$ cat src/rtl/mpRxPkg.sv
package mpRxPkg;
  typedef enum logic [2:0] {
    ST_IDLE  = 3'd0,
    ST_START = 3'd1,
    ST_DATA  = 3'd2,
    ST_NINTH = 3'd3,
    ST_STOP  = 3'd4
  } rxState_t;

  typedef struct packed {
    logic shiftIn;   // data bit centre: shift the line in
    logic capNinth;  // ninth bit centre: capture the line
    logic stopGood;  // stop bit centre, line high
    logic stopBad;   // stop bit centre, line low
  } rxStrobe_t;
endpackage

$ cat src/rtl/mpAddrMatch.sv
module mpAddrMatch #(
  parameter int DATA_W = 8
) (
  input  logic [DATA_W-1:0] rxByte,
  input  logic [DATA_W-1:0] slaveAddr,
  input  logic [DATA_W-1:0] addrMask,
  output logic              nodeHit,
  output logic              groupHit
);
  logic [DATA_W-1:0] nodeOk;
  logic [DATA_W-1:0] groupOk;

  for (genvar i = 0; i < DATA_W; i++) begin : gBit
    // a bit passes when ignored by the mask or equal to the address
    assign nodeOk[i]  = !addrMask[i] || (rxByte[i] == slaveAddr[i]);
    // group pattern: required ones where address or mask is one
    assign groupOk[i] = !(slaveAddr[i] || addrMask[i]) || rxByte[i];
  end

  assign nodeHit  = &nodeOk;
  assign groupHit = &groupOk;
endmodule

$ cat src/rtl/mpRxCtrl.sv
module mpRxCtrl
  import mpRxPkg::*;
#(
  parameter int DATA_W = 8,
  parameter int OVS    = 16
) (
  input  logic      clk,
  input  logic      rstN,
  input  logic      sampleTick,
  input  logic      lineS,
  input  logic      startEdge,
  output rxStrobe_t stb
);
  localparam int CNT_W = $clog2(OVS);
  localparam int IDX_W = (DATA_W > 1) ? $clog2(DATA_W) : 1;
  localparam logic [CNT_W-1:0] MID_CNT  = CNT_W'(OVS / 2 - 1);
  localparam logic [CNT_W-1:0] FULL_CNT = CNT_W'(OVS - 1);
  localparam logic [IDX_W-1:0] LAST_IDX = IDX_W'(DATA_W - 1);

  rxState_t         state;
  logic [CNT_W-1:0] tickCnt;
  logic [IDX_W-1:0] bitIdx;
  logic             atCentre;

  assign atCentre = sampleTick && (tickCnt == FULL_CNT);

  always_ff @(posedge clk or negedge rstN) begin
    if (!rstN) begin
      state   <= ST_IDLE;
      tickCnt <= '0;
      bitIdx  <= '0;
    end else if (sampleTick) begin
      case (state)
        ST_IDLE: begin
          tickCnt <= '0;
          if (startEdge) state <= ST_START;
        end
        ST_START: begin
          if (tickCnt == MID_CNT) begin
            tickCnt <= '0;
            bitIdx  <= '0;
            state   <= lineS ? ST_IDLE : ST_DATA;
          end else begin
            tickCnt <= tickCnt + 1'b1;
          end
        end
        ST_DATA: begin
          if (tickCnt == FULL_CNT) begin
            tickCnt <= '0;
            if (bitIdx == LAST_IDX) state <= ST_NINTH;
            else bitIdx <= bitIdx + 1'b1;
          end else begin
            tickCnt <= tickCnt + 1'b1;
          end
        end
        ST_NINTH: begin
          if (tickCnt == FULL_CNT) begin
            tickCnt <= '0;
            state   <= ST_STOP;
          end else begin
            tickCnt <= tickCnt + 1'b1;
          end
        end
        ST_STOP: begin
          if (tickCnt == FULL_CNT) begin
            tickCnt <= '0;
            state   <= ST_IDLE;
          end else begin
            tickCnt <= tickCnt + 1'b1;
          end
        end
        default: state <= ST_IDLE;
      endcase
    end
  end

  always_comb begin
    stb          = '0;
    stb.shiftIn  = (state == ST_DATA)  && atCentre;
    stb.capNinth = (state == ST_NINTH) && atCentre;
    stb.stopGood = (state == ST_STOP)  && atCentre && lineS;
    stb.stopBad  = (state == ST_STOP)  && atCentre && !lineS;
  end

  // at most one strobe per cycle toward the datapath
  a_r2_strobe_onehot: assert property (@(posedge clk) disable iff (!rstN)
    $onehot0({stb.shiftIn, stb.capNinth, stb.stopGood, stb.stopBad}));

  // a high line at the start-bit recheck returns to idle
  a_r3_false_start_idle: assert property (@(posedge clk) disable iff (!rstN)
    (state == ST_START && sampleTick && tickCnt == MID_CNT && lineS) |=> (state == ST_IDLE));

  // idle leaves only on a detected falling edge
  a_r10_idle_needs_edge: assert property (@(posedge clk) disable iff (!rstN)
    (state == ST_IDLE && !(sampleTick && startEdge)) |=> (state == ST_IDLE));
endmodule

$ cat src/rtl/mpRxDatapath.sv
module mpRxDatapath
  import mpRxPkg::*;
#(
  parameter int DATA_W = 8
) (
  input  logic              clk,
  input  logic              rstN,
  input  logic              sampleTick,
  input  logic              rxLine,
  input  logic [DATA_W-1:0] slaveAddr,
  input  logic [DATA_W-1:0] addrMask,
  input  logic              mpEnable,
  input  logic              clearDone,
  input  logic              clearFrameErr,
  input  rxStrobe_t         stb,
  output logic              lineS,
  output logic              startEdge,
  output logic [DATA_W-1:0] rxData,
  output logic              rxBit9,
  output logic              rxDone,
  output logic              frameErr
);
  logic              syncA;
  logic              prevS;
  logic [DATA_W-1:0] shiftReg;
  logic              ninthReg;
  logic              nodeHit;
  logic              groupHit;
  logic              acceptOk;
  logic              deliver;

  // two-stage synchroniser, reset to the idle level
  always_ff @(posedge clk or negedge rstN) begin
    if (!rstN) begin
      syncA <= 1'b1;
      lineS <= 1'b1;
    end else begin
      syncA <= rxLine;
      lineS <= syncA;
    end
  end

  // line level seen on the previous strobe
  always_ff @(posedge clk or negedge rstN) begin
    if (!rstN)           prevS <= 1'b1;
    else if (sampleTick) prevS <= lineS;
  end

  assign startEdge = prevS && !lineS;

  always_ff @(posedge clk or negedge rstN) begin
    if (!rstN) begin
      shiftReg <= '0;
      ninthReg <= 1'b0;
    end else begin
      if (stb.shiftIn)  shiftReg <= {lineS, shiftReg[DATA_W-1:1]};
      if (stb.capNinth) ninthReg <= lineS;
    end
  end

  mpAddrMatch #(.DATA_W(DATA_W)) uMatch (
    .rxByte   (shiftReg),
    .slaveAddr(slaveAddr),
    .addrMask (addrMask),
    .nodeHit  (nodeHit),
    .groupHit (groupHit)
  );

  assign acceptOk = !mpEnable || (ninthReg && (nodeHit || groupHit));
  assign deliver  = stb.stopGood && acceptOk;

  always_ff @(posedge clk or negedge rstN) begin
    if (!rstN) begin
      rxData <= '0;
      rxBit9 <= 1'b0;
      rxDone <= 1'b0;
    end else if (deliver) begin
      rxData <= shiftReg;
      rxBit9 <= ninthReg;
      rxDone <= 1'b1;
    end else if (clearDone) begin
      rxDone <= 1'b0;
    end
  end

  always_ff @(posedge clk or negedge rstN) begin
    if (!rstN)              frameErr <= 1'b0;
    else if (stb.stopBad)   frameErr <= 1'b1;
    else if (clearFrameErr) frameErr <= 1'b0;
  end

  // under filtering a newly raised done flag carries a ninth bit of one
  a_r5_filter_ninth: assert property (@(posedge clk) disable iff (!rstN)
    ($rose(rxDone) && $past(mpEnable)) |-> rxBit9);

  // a bad stop bit leaves the delivered byte untouched
  a_r8_bad_stop_keeps_data: assert property (@(posedge clk) disable iff (!rstN)
    stb.stopBad |=> $stable(rxData));

  // framing error holds until cleared
  a_r8_err_sticky: assert property (@(posedge clk) disable iff (!rstN)
    (frameErr && !clearFrameErr) |=> frameErr);

  // clear without a competing delivery drops the flag and keeps the byte
  a_r9_clear_done: assert property (@(posedge clk) disable iff (!rstN)
    (clearDone && !stb.stopGood) |=> (!rxDone && $stable(rxData)));
endmodule

$ cat src/rtl/mpAddrRx.sv
module mpAddrRx
  import mpRxPkg::*;
#(
  parameter int DATA_W = 8,
  parameter int OVS    = 16
) (
  input  logic              clk,
  input  logic              rstN,
  input  logic              sampleTick,
  input  logic              rxLine,
  input  logic [DATA_W-1:0] slaveAddr,
  input  logic [DATA_W-1:0] addrMask,
  input  logic              mpEnable,
  input  logic              clearDone,
  input  logic              clearFrameErr,
  output logic [DATA_W-1:0] rxData,
  output logic              rxBit9,
  output logic              rxDone,
  output logic              frameErr
);
  rxStrobe_t stb;
  logic      lineS;
  logic      startEdge;

  mpRxCtrl #(.DATA_W(DATA_W), .OVS(OVS)) uCtrl (
    .clk       (clk),
    .rstN      (rstN),
    .sampleTick(sampleTick),
    .lineS     (lineS),
    .startEdge (startEdge),
    .stb       (stb)
  );

  mpRxDatapath #(.DATA_W(DATA_W)) uData (
    .clk          (clk),
    .rstN         (rstN),
    .sampleTick   (sampleTick),
    .rxLine       (rxLine),
    .slaveAddr    (slaveAddr),
    .addrMask     (addrMask),
    .mpEnable     (mpEnable),
    .clearDone    (clearDone),
    .clearFrameErr(clearFrameErr),
    .stb          (stb),
    .lineS        (lineS),
    .startEdge    (startEdge),
    .rxData       (rxData),
    .rxBit9       (rxBit9),
    .rxDone       (rxDone),
    .frameErr     (frameErr)
  );
endmodule

$ cat config.mk
export PLATFORM = sky130hd
export DESIGN_NAME = mpAddrRx
export DESIGN_NICKNAME = d
export VERILOG_FILES = /design/src/rtl/mpRxPkg.sv /design/src/rtl/mpAddrMatch.sv /design/src/rtl/mpRxCtrl.sv /design/src/rtl/mpRxDatapath.sv /design/src/rtl/mpAddrRx.sv
export SDC_FILE = /design/constraint.sdc
export NUM_CORES = 1
export LEC_CHECK = 0
export ABC_AREA = 1
export BUFFER_PORTS_ARGS = -buffer_cell sky130_fd_sc_hd__buf_4
export CAP_MARGIN = 25
export CELL_PAD_IN_SITES_DETAIL_PLACEMENT = 1
export CELL_PAD_IN_SITES_GLOBAL_PLACEMENT = 1
export CORE_MARGIN = 10
export CORE_UTILIZATION = 40
export CTS_CLUSTER_DIAMETER = 50
export DETAILED_ROUTE_END_ITERATION = 6
export GPL_TIMING_DRIVEN = 0
export PLACE_DENSITY = 0.79
export SYNTH_ARGS = -nofsm -noshare
export SYNTH_HDL_FRONTEND = slang
export SYNTH_SLANG_ARGS = --single-unit
$ cat constraint.sdc
create_clock -name clk -period 2.2 [get_ports clk]
set_clock_uncertainty 0.15 [all_clocks]
set_input_delay 0.55 -clock clk [delete_from_list [all_inputs] [get_ports clk]]
set_output_delay 0.55 -clock clk [all_outputs]
set_load 0.005 [all_outputs]
==> flow_summary.json, run 1 <==
{
  "start_util_pct": 42.4,
  "crit_path_frequent_cell": "nand2_1",
  "crit_family": "simple AND/OR/NAND/NOR gates",
  "final_core_util_pct": 52.5,
  "io_pins": 34,
  "antenna_found_initial": 0,
  "cts_tree": "yes",
  "drc": 0,
  "required_ns": 2.21,
  "synthTopCellsByCount": "nand2_1, dfrtp_1, inv_1, o21ai_0, nand3_1",
  "synth_cell_type_count": 25,
  "relSlewSlack_pct": 71.1,
  "synth_area_leaders": "dfrtp_1, nand2_1, o21ai_0, inv_1, nand3_1",
  "firstDrtPassIters": 3,
  "gp_congestion": 0.735,
  "arrival_ns": 1.82,
  "synth.top_cell.area_share_pct": 43.3,
  "hpwl_mm": 3.59,
  "report.final.hold_viol_count": 0,
  "cts.sinks": 33,
  "vias_per_cell": 5.03,
  "wl_per_cell_um": 14.9,
  "clock_path_buffers": 2,
  "postSynthCellCount": 219,
  "numPortBuffers": 33,
  "crit_path_end_kind": "flip-flop",
  "grt_max_degree": 34,
  "cp_max_fo": 10,
  "hold_class": "primary input to asynchronous set/reset pin",
  "yosys.area.top_type": "dfrtp_1",
  "finalCriticalPeriod_ns": 1.80,
  "drive_gt1_share_pct": 23.8,
  "num_rows": 23,
  "holdBufCountCts": 0,
  "ys_seq_area_share_pct": 47.8,
  "antenna_cells": 0,
  "track_usage_pct": 13.4,
  "rsz0062_at_grt": "no",
  "cts_buffers": 5,
  "dieArea_sq_um": 7370,
  "grt-ovfl-total": 0,
  "grt_pass1_vias": 1761,
  "yosys_warnings": 0,
  "clock.fmax_mhz": 554,
  "worstPathCellList": "ha_1 -> nand3_2 -> nor2_4 -> nand4_4 -> nor2_8 -> nand2_4 -> nand2_1 -> nand2_1",
  "cpPeakStageDelay_ns": 0.38,
  "syn_nets": 245,
  "max_cap_violations": 0,
  "synth-async-reset-ratio_pct": 100,
  "synth_area_sq_um": 1730,
  "synth_edf_count": 0,
  "drt_iter0_markers": 70,
  "setup_tns_ns": 0,
  "synth_ff_type": "dfrtp_1",
  "worst_pin_slew_ns": 0.433,
  "critical_path_class": "flip-flop to flip-flop",
  "htreeDepth": 2,
  "postCtsSetupRepairBufs": 0,
  "clk_latency_ns": 0.29,
  "die_w_um": 85.8,
  "period_share_pct": 82.0,
  "fin_nets": 285,
  "powerDensity_nw_per_um2": 700,
  "yosysMostFrequentCell": "nand2_1",
  "grt_pass1_wl_mm": 8.21,
  "syn2layout_area_growth_pct": 23.7,
  "cts-root-buf": "clkbuf_8",
  "peakVddDrop_mv": 0.314,
  "coreArea_sq_um": 4090,
  "ant_nets": 0,
  "slew_viol_final": 0,
  "critical_path.slowest_cell": "dfrtp_1",
  "status": "finished, final reports clean",
  "finalSetupViolations": 0,
  "synth-seq-cells": 33,
  "startpoint_type": "flip-flop",
  "finalWirelength_mm": 4.62,
  "p_leak_nw": 1.10,
  "via_count": 1560,
  "postCtsResizedCells": 0,
  "die_h_um": 85.8,
  "cp_num_buf_inv": 0,
  "postSynthAreaPerCell_sq_um": 7.92,
  "clk_pin_slew_worst_paths_ns": 0.08
}
## worst paths after layout
kind | from | end | slack, ns | cells past startpoint
max | uCtrl.tickCnt[0] | uData.rxData[1] | 0.40 | 8
min | rstN | uCtrl.state[1] | 0.05 | 1
max reg2reg | uCtrl.tickCnt[0] | uData.rxData[1] | 0.40 | 8
min reg2reg | uData.syncA | uData.lineS | 0.21 | 0
max in group asynchronous | rstN | uData.lineS | 1.51 | 1
min in group clk | uData.syncA | uData.lineS | 0.21 | 0
## metal layers
metal	up-vias	global-route usage, %	part of all wire (%)
li1	785	-	-
met5	-	0	0
met1	740	15.8	45
met4	0	5.24	1.4
met2	29	22.9	50
met3	6	3.31	4.1
## report_power, final
group          switching [W]  internal (W)  leakage [nW]
Combinational       0.000201      0.000110         0.597
Sequential         0.0000383      0.000650         0.446
Clock               0.000220      0.000283        0.0542
Total               0.000460       0.00104          1.10
## layout make-up
type                    instances  area (sq um)
plain buffers                   1          5.00
well taps                      50          62.6
fillers                       515          1940
clock buffers                   7          96.3
inverters                      33           124
flip-flops and latches         33           830
multi-input cells             152           776
clock inverters                 1          5.00
repair buffers                 33           248
## flip-flops by register name (all words and copies together) (netlist names), 3 cells and up
| signal | count |
|---|---|
| uCtrl.bitIdx | 3 |
| uData.rxData | 8 |
| uData.shiftReg | 8 |
| uCtrl.tickCnt | 4 |
| uCtrl.state | 3 |
## metrics by stage
stage	std cells	setup slack [ns]	hold WS, ns	power [W]	area (sq um)
CTS	310	0.390	0.0689	0.00152	2150
global placement	302	0.257	0.196	0.000998	2040
floorplan	219	0.606	0.104	0.000903	1730
global route	310	0.227	0.0799	0.00160	2150
detailed placement	302	0.224	0.197	0.00101	2040
finish	310	0.395	0.0545	0.00150	2150
## cell usage in the layout, fill, tap and decap left out, types with 2 or more instances in the layout
| cell type | synthesis | layout |
|---|---|---|
| buf_4 | 0 | 33 |
| clkbuf_8 | 0 | 7 |
| dfrtp_1 | 30 | 30 |
| dfstp_2 | 3 | 3 |
| ha_1 | 3 | 3 |
| inv_1 | 30 | 30 |
| inv_2 | 3 | 3 |
| nand2_1 | 67 | 67 |
| nand2_2 | 4 | 4 |
| nand3_1 | 22 | 22 |
| nor2_1 | 7 | 7 |
| nor2_4 | 2 | 2 |
| o21ai_0 | 30 | 30 |
| o21ai_1 | 4 | 4 |
| o21ai_2 | 2 | 2 |
## kinds of logic after synthesis
group,after synthesis,share of synthesized area (%)
fa+ha+maj,3,2.16
compound gates,39,12.0
simple gates,109,30.0
buf+inv,34,7.43
flops,33,47.8
xor+xnor,1,0.505
## worst reg2reg max path: stages (launching register included)
cell and delay, ns:
dfrtp_1 0.38, ha_1 0.22, nand3_2 0.16, nor2_4 0.18, nand4_4 0.14, nor2_8 0.20, nand2_4 0.11, nand2_1 0.09
nand2_1 0.06
No activity file was read; power rests on OpenSTA's default activity.
==> run 2: changes to the inputs <==
--- a/config.mk
+++ b/config.mk
@@ -5,13 +5,13 @@
 export SDC_FILE = /design/constraint.sdc
 export NUM_CORES = 1
 export LEC_CHECK = 0
-export ABC_AREA = 1
+export ABC_AREA = 0
 export BUFFER_PORTS_ARGS = -buffer_cell sky130_fd_sc_hd__buf_4
 export CAP_MARGIN = 25
 export CELL_PAD_IN_SITES_DETAIL_PLACEMENT = 1
 export CELL_PAD_IN_SITES_GLOBAL_PLACEMENT = 1
 export CORE_MARGIN = 10
-export CORE_UTILIZATION = 40
+export CORE_UTILIZATION = 43
 export CTS_CLUSTER_DIAMETER = 50
 export DETAILED_ROUTE_END_ITERATION = 6
 export GPL_TIMING_DRIVEN = 0
==> constraint.sdc (replaced) <==
create_clock -name clk -period 1.8 [get_ports clk]
set_clock_uncertainty 0.15 [all_clocks]
set_input_delay 0.45 -clock clk [delete_from_list [all_inputs] [get_ports clk]]
set_output_delay 0.45 -clock clk [all_outputs]
set_load 0.005 [all_outputs]
==> flow_summary.json, run 2 <==
{
  "drive_gt1_share_pct": 51.3,
  "clk_latency_ns": 0.29,
  "cts-root-buf": "clkbuf_8",
  "grt-ovfl-total": 0,
  "die_w_um": 84.5,
  "synth_area_sq_um": 1790,
  "crit_family": "compound AO/OA/AOI/OAI gates",
  "postSynthAreaPerCell_sq_um": 11.1,
  "post_dp_cell_area_sq_um": 2110,
  "critical_path_class": "flip-flop to flip-flop",
  "cts_tree": "yes",
  "htreeDepth": 2,
  "ant_nets": 0,
  "grt_pass1_vias": 1713,
  "ys_seq_area_share_pct": 46.3,
  "reg_top3": "uData.rxData x8, uData.shiftReg x8, uCtrl.tickCnt x4",
  "fin_nets": 249,
  "min_to": "uData.syncA",
  "reg2regPathDepth": 6,
  "postSynthCellCount": 162,
  "violations": "setup timing",
  "numPortBuffers": 32,
  "cts_buffers": 5,
  "syn2layout_area_growth_pct": 43.9,
  "drc": 0,
  "track_usage_pct": 15.1,
  "synth.top_cell.area_share_pct": 41.9,
  "worst_pin_slew_ns": 0.435,
  "synth-async-reset-ratio_pct": 100,
  "required_ns": 1.83,
  "report.final.hold_viol_count": 0,
  "final_cell_mix": "buf_4, dfrtp_1, nand2_1",
  "clk_pin_slew_worst_paths_ns": 0.07,
  "cp_max_fo": 6,
  "slew_viol_final": 0,
  "start_util_pct": 44.4,
  "relSlewSlack_pct": 71.0,
  "antenna_found_initial": 0,
  "firstDrtPassIters": 4,
  "layout_commonest_cell": "buf_4",
  "status": "complete, but fails checks",
  "hold_class": "primary input to flip-flop",
  "finalWirelength_mm": 7.03,
  "grt_max_degree": 34,
  "coreArea_sq_um": 4030,
  "stdcell_area_sq_um": 2580,
  "cpPeakStageDelay_ns": 0.46,
  "die_h_um": 84.5,
  "syn_nets": 188,
  "rsz0062_at_grt": "yes",
  "cts.sinks": 33,
  "num_rows": 23,
  "whs_ns": 0.112,
  "synth-seq-cells": 33,
  "r2r-end": "uData.rxData[1]",
  "clock_path_buffers": 2,
  "synth_cell_type_count": 43,
  "synth_ff_type": "dfrtp_1",
  "finalSetupViolations": 19,
  "fillers": 425,
  "gp_congestion": 0.880,
  "r2r_start": "uData.shiftReg[5]",
  "yosysMostFrequentCell": "dfrtp_1",
  "startpoint_type": "flip-flop",
  "max_cap_violations": 0,
  "powerDensity_nw_per_um2": 858,
  "synthTopCellsByCount": "dfrtp_1, o21ai_0, nand2_1, mux2_2, nor2_1",
  "peakVddDrop_mv": 0.447,
  "yosys_warnings": 0,
  "p_leak_nw": 1.15,
  "hpwl_mm": 3.80,
  "synth_edf_count": 0,
  "clock.fmax_mhz": 493,
  "antenna_cells": 0,
  "cp_num_buf_inv": 1,
  "fin_ws_ns": -0.227,
  "synth_area_leaders": "dfrtp_1, mux2_2, a221o_1, a32o_1, dfstp_2",
  "grt_pass1_wl_mm": 8.84,
  "finalCriticalPeriod_ns": 2.03,
  "reg2reg_slack_ns": -0.23,
  "yosys.area.top_type": "dfrtp_1",
  "io_pins": 34,
  "worstPathCellList": "xor2_2 -> a22oi_1 -> and4_4 -> buf_8 -> nor3b_4 -> a221o_1",
  "wl_per_cell_um": 25.7,
  "critical_path.slowest_cell": "dfrtp_2",
  "drt_iter0_markers": 149,
  "vias_per_cell": 6.27,
  "crit_path_end_kind": "flip-flop",
  "dieArea_sq_um": 7150,
  "period_share_pct": 113,
  "min_path_cells": 1,
  "min_from": "rxLine",
  "arrival_ns": 2.06,
  "via_count": 1717
}
## run 2: cell types whose count changed after synthesis, moves of 5 or more
cell / delta
a32o_1: +8
a221o_1: +8
a22oi_1: +5
inv_1: -25
mux2_2: +10
o21bai_1: +6
o21ai_0: -18
nand3_1: -19
nand2_1: -56
xor2_1: +7
## run 2: worst max-delay path by stage
stage / startpoint / end / slack [ns] / cells past startpoint
2_1_floorplan: uCtrl.tickCnt[0] / uData.rxData[0] / -0.05 / 6
3_3_place_gp: slaveAddr[0] / uData.rxData[2] / -0.29 / 6
3_5_place_dp: uCtrl.state[1] / uData.shiftReg[5] / -0.35 / 6
4_1_cts: uCtrl.tickCnt[0] / uData.rxData[6] / -0.12 / 6
5_1_grt: uData.shiftReg[0] / uData.rxData[1] / -0.31 / 5
6_report: uData.shiftReg[5] / uData.rxData[1] / -0.23 / 6
## run 2: logic make-up after synthesis
family,share of synthesized area [%]
simple gates,13.3
flops,46.3
mux,6.85
xor+xnor,3.91
compound gates,24.2
buf+inv,3.28
fa+ha+maj,2.10
## run 2: area by class of cell
type	count	area, sq um	area share (%)
plain buffers	5	46.3	1.80
repair buffers	54	425	16.5
multi-input cells	119	1090	42.2
clock buffers	8	90.1	3.50
flip-flops and latches	33	842	32.7
inverters	5	22.5	0.874
well taps	50	62.6	2.43
## run 2: power breakdown
group | internal (W) | total (W) | switching, W
clock network | 0.000312 | 0.000595 | 0.000283
logic | 0.000359 | 0.000726 | 0.000367
registers | 0.000800 | 0.000889 | 0.0000889
total | 0.00147 | 0.00221 | 0.000739
## run 2: timing repair
action / 4_1_cts / 5_1_grt
buffers inserted: 6 / 14
pin swaps: 10 / 17
cloned: 1 / 1
endpoints found under the hold margin: 30 / 0
gates resized for setup: 27 / 26
hold buffers: 1 / 0
endpoints found under the setup margin: 24 / 24
## run 2: per-layer routing
layer | up-vias | part of all wire [%] | track usage (%)
met3 | 16 | 4.6 | 3.77
met1 | 885 | 41 | 18.1
met5 | - | 0 | 0
met4 | 0 | 2.3 | 5.39
li1 | 753 | - | -
met2 | 63 | 52 | 25.3
## run 2: stage by stage
stage	std cells	utilization [%]	power [W]	setup slack [ns]	setup TNS, ns
after global placement	244	52.5	0.00126	-0.288	-4.18
after CTS	260	58.2	0.00194	-0.117	-1.10
after floorplan	162	-	0.00114	-0.0500	-0.399
after detailed placement	244	52.5	0.00131	-0.348	-6.20
after global routing	274	63.9	0.00232	-0.306	-4.04
final	274	63.9	0.00221	-0.227	-2.14
==> run 3: changes to the inputs <==
--- a/config.mk
+++ b/config.mk
@@ -5,13 +5,13 @@
 export SDC_FILE = /design/constraint.sdc
 export NUM_CORES = 1
 export LEC_CHECK = 0
-export ABC_AREA = 0
+export ABC_AREA = 1
 export BUFFER_PORTS_ARGS = -buffer_cell sky130_fd_sc_hd__buf_4
 export CAP_MARGIN = 25
 export CELL_PAD_IN_SITES_DETAIL_PLACEMENT = 1
 export CELL_PAD_IN_SITES_GLOBAL_PLACEMENT = 1
 export CORE_MARGIN = 10
-export CORE_UTILIZATION = 43
+export CORE_UTILIZATION = 40
 export CTS_CLUSTER_DIAMETER = 50
 export DETAILED_ROUTE_END_ITERATION = 6
 export GPL_TIMING_DRIVEN = 0
==> flow_summary.json, run 3 (same netlist as run 1, synthesis figures left out) <==
{
  "status": "finished, final reports clean",
  "min_path_cells": 1,
  "crit_path_end_kind": "flip-flop",
  "peakVddDrop_mv": 0.383,
  "gp_congestion": 0.735,
  "total_power_w": 0.00190,
  "slew_viol_final": 0,
  "r2r_start": "uData.shiftReg[1]",
  "required_ns": 1.86,
  "drt_iter0_markers": 77,
  "grt_pass1_vias": 1783,
  "min_from": "rxLine",
  "final_core_util_pct": 56.7,
  "worst_pin_slew_ns": 0.436,
  "via_count": 1676,
  "startpoint_type": "flip-flop",
  "grt_max_degree": 34,
  "finalWirelength_mm": 5.39,
  "relSlewSlack_pct": 71.0,
  "die_h_um": 85.8,
  "grtUsageMet3_pct": 3.31,
  "gr-usage-met1_pct": 16.0,
  "dieArea_sq_um": 7370,
  "cts.sinks": 33,
  "cp_max_fo": 6,
  "r2r-end": "uData.rxData[1]",
  "coreArea_sq_um": 4090,
  "syn2layout_area_growth_pct": 33.5,
  "met2_usage_pct": 23.6,
  "grt-ovfl-total": 0,
  "vias_per_cell": 5.16,
  "fin_nets": 300,
  "clk_pin_slew_worst_paths_ns": 0.07,
  "rsz0062_at_grt": "yes",
  "reg2regPathDepth": 12,
  "clock_path_buffers": 2,
  "finalSetupViolations": 0,
  "report.final.hold_viol_count": 0,
  "clk_latency_ns": 0.28,
  "hold_class": "primary input to flip-flop",
  "wl_per_cell_um": 16.6,
  "cts_tree": "yes",
  "drc": 0,
  "fillers": 509,
  "clock.fmax_mhz": 557,
  "finalCriticalPeriod_ns": 1.80,
  "io_pins": 34,
  "die_w_um": 85.8,
  "grt_pass1_wl_mm": 8.36,
  "antenna_found_initial": 0,
  "critical_path_class": "flip-flop to flip-flop",
  "powerDensity_nw_per_um2": 819,
  "drive_gt1_share_pct": 30.9,
  "arrival_ns": 1.86,
  "hpwl_mm": 3.59,
  "reg2reg_slack_ns": 0.005,
  "final_cell_mix": "nand2_1, buf_4, o21ai_0",
  "max_cap_violations": 0,
  "layout_commonest_cell": "nand2_1",
  "period_share_pct": 99.7,
  "antenna_cells": 0,
  "numPortBuffers": 33,
  "cts-root-buf": "clkbuf_8",
  "busiest_layer": "met2",
  "setup_tns_ns": 0,
  "multi_input_area_sq_um": 815,
  "ant_nets": 0,
  "reg_top3": "uData.rxData x8, uData.shiftReg x8, uCtrl.tickCnt x4",
  "firstDrtPassIters": 4,
  "min_to": "uData.syncA",
  "start_util_pct": 42.4,
  "track_usage_pct": 13.7,
  "htreeDepth": 2,
  "p_leak_nw": 1.17,
  "num_rows": 23,
  "cts_buffers": 5,
  "whs_ns": 0.128,
  "regArea_sq_um": 833
}
-- run 3: cell count changes in the layout (fill, tap and decap cells not counted), moves of 8 or more --
cell / delta
nand2_1: +55
inv_1: +23
o21ai_0: +22
nand3_1: +20
a221o_1: -8
buf_4: -8
-- run 3: metrics by stage --
step | cells | setup WS [ns] | instance area (sq um)
after global routing | 325 | -0.145 | 2320
after floorplan | 219 | 0.264 | 1730
after global placement | 302 | -0.0433 | 2040
final | 325 | 0.00489 | 2320
after detailed placement | 302 | -0.0757 | 2040
after CTS | 313 | 0.00235 | 2180
-- run 3: layout make-up --
class / count / area share, %
well taps: 50 / 2.70
plain buffers: 1 / 0.216
clock buffers: 7 / 4.16
multi-input cells: 152 / 35.2
flip-flops and latches: 33 / 36.0
inverters: 33 / 5.35
clock inverters: 1 / 0.216
repair buffers: 48 / 16.2
-- run 3: critical path: stages (launching register included) --
cell     delay (ns)
dfrtp_1        0.42
inv_1          0.11
nand2_1        0.08
nand3_1        0.09
nand2_1        0.08
nor2_1         0.10
nand2_1        0.08
nand2_1        0.10
nand2_2        0.07
nand2_4        0.13
buf_4          0.14
nand3_1        0.08
nand2_1        0.09
-- run 3: metal layers --
metal  vias up  wire length [um]
li1        813                 -
met1       818              2220
met2        38              2890
met3         7               198
met4         0                69
met5         -                 0
-- run 3: worst max path at each step --
stage / from / slack (ns) / endpoint / depth (start not counted)
2_1_floorplan: uCtrl.tickCnt[0] / 0.26 / uData.rxBit9 / 8
3_3_place_gp: slaveAddr[0] / -0.04 / uData.rxData[0] / 11
3_5_place_dp: slaveAddr[5] / -0.08 / uData.rxData[7] / 11
4_1_cts: uCtrl.tickCnt[0] / 0.002 / uData.rxData[1] / 8
5_1_grt: uData.shiftReg[1] / -0.15 / uData.rxData[3] / 12
6_report: uData.shiftReg[1] / 0.005 / uData.rxData[1] / 12
-- run 3: report_power, final --
part	internal, W	switching (W)	leakage (nW)
logic	0.000163	0.000261	0.670
clock network	0.000346	0.000272	0.0542
registers	0.000795	0.0000603	0.441
-- run 3: what timing repair did --
item                                   CTS  global route
pin swaps                                1             3
buffers inserted                         2            12
hold buffers                             1             0
resized for setup                        0            13
endpoints found under the hold margin   30             0
setup endpoints to repair                4            13
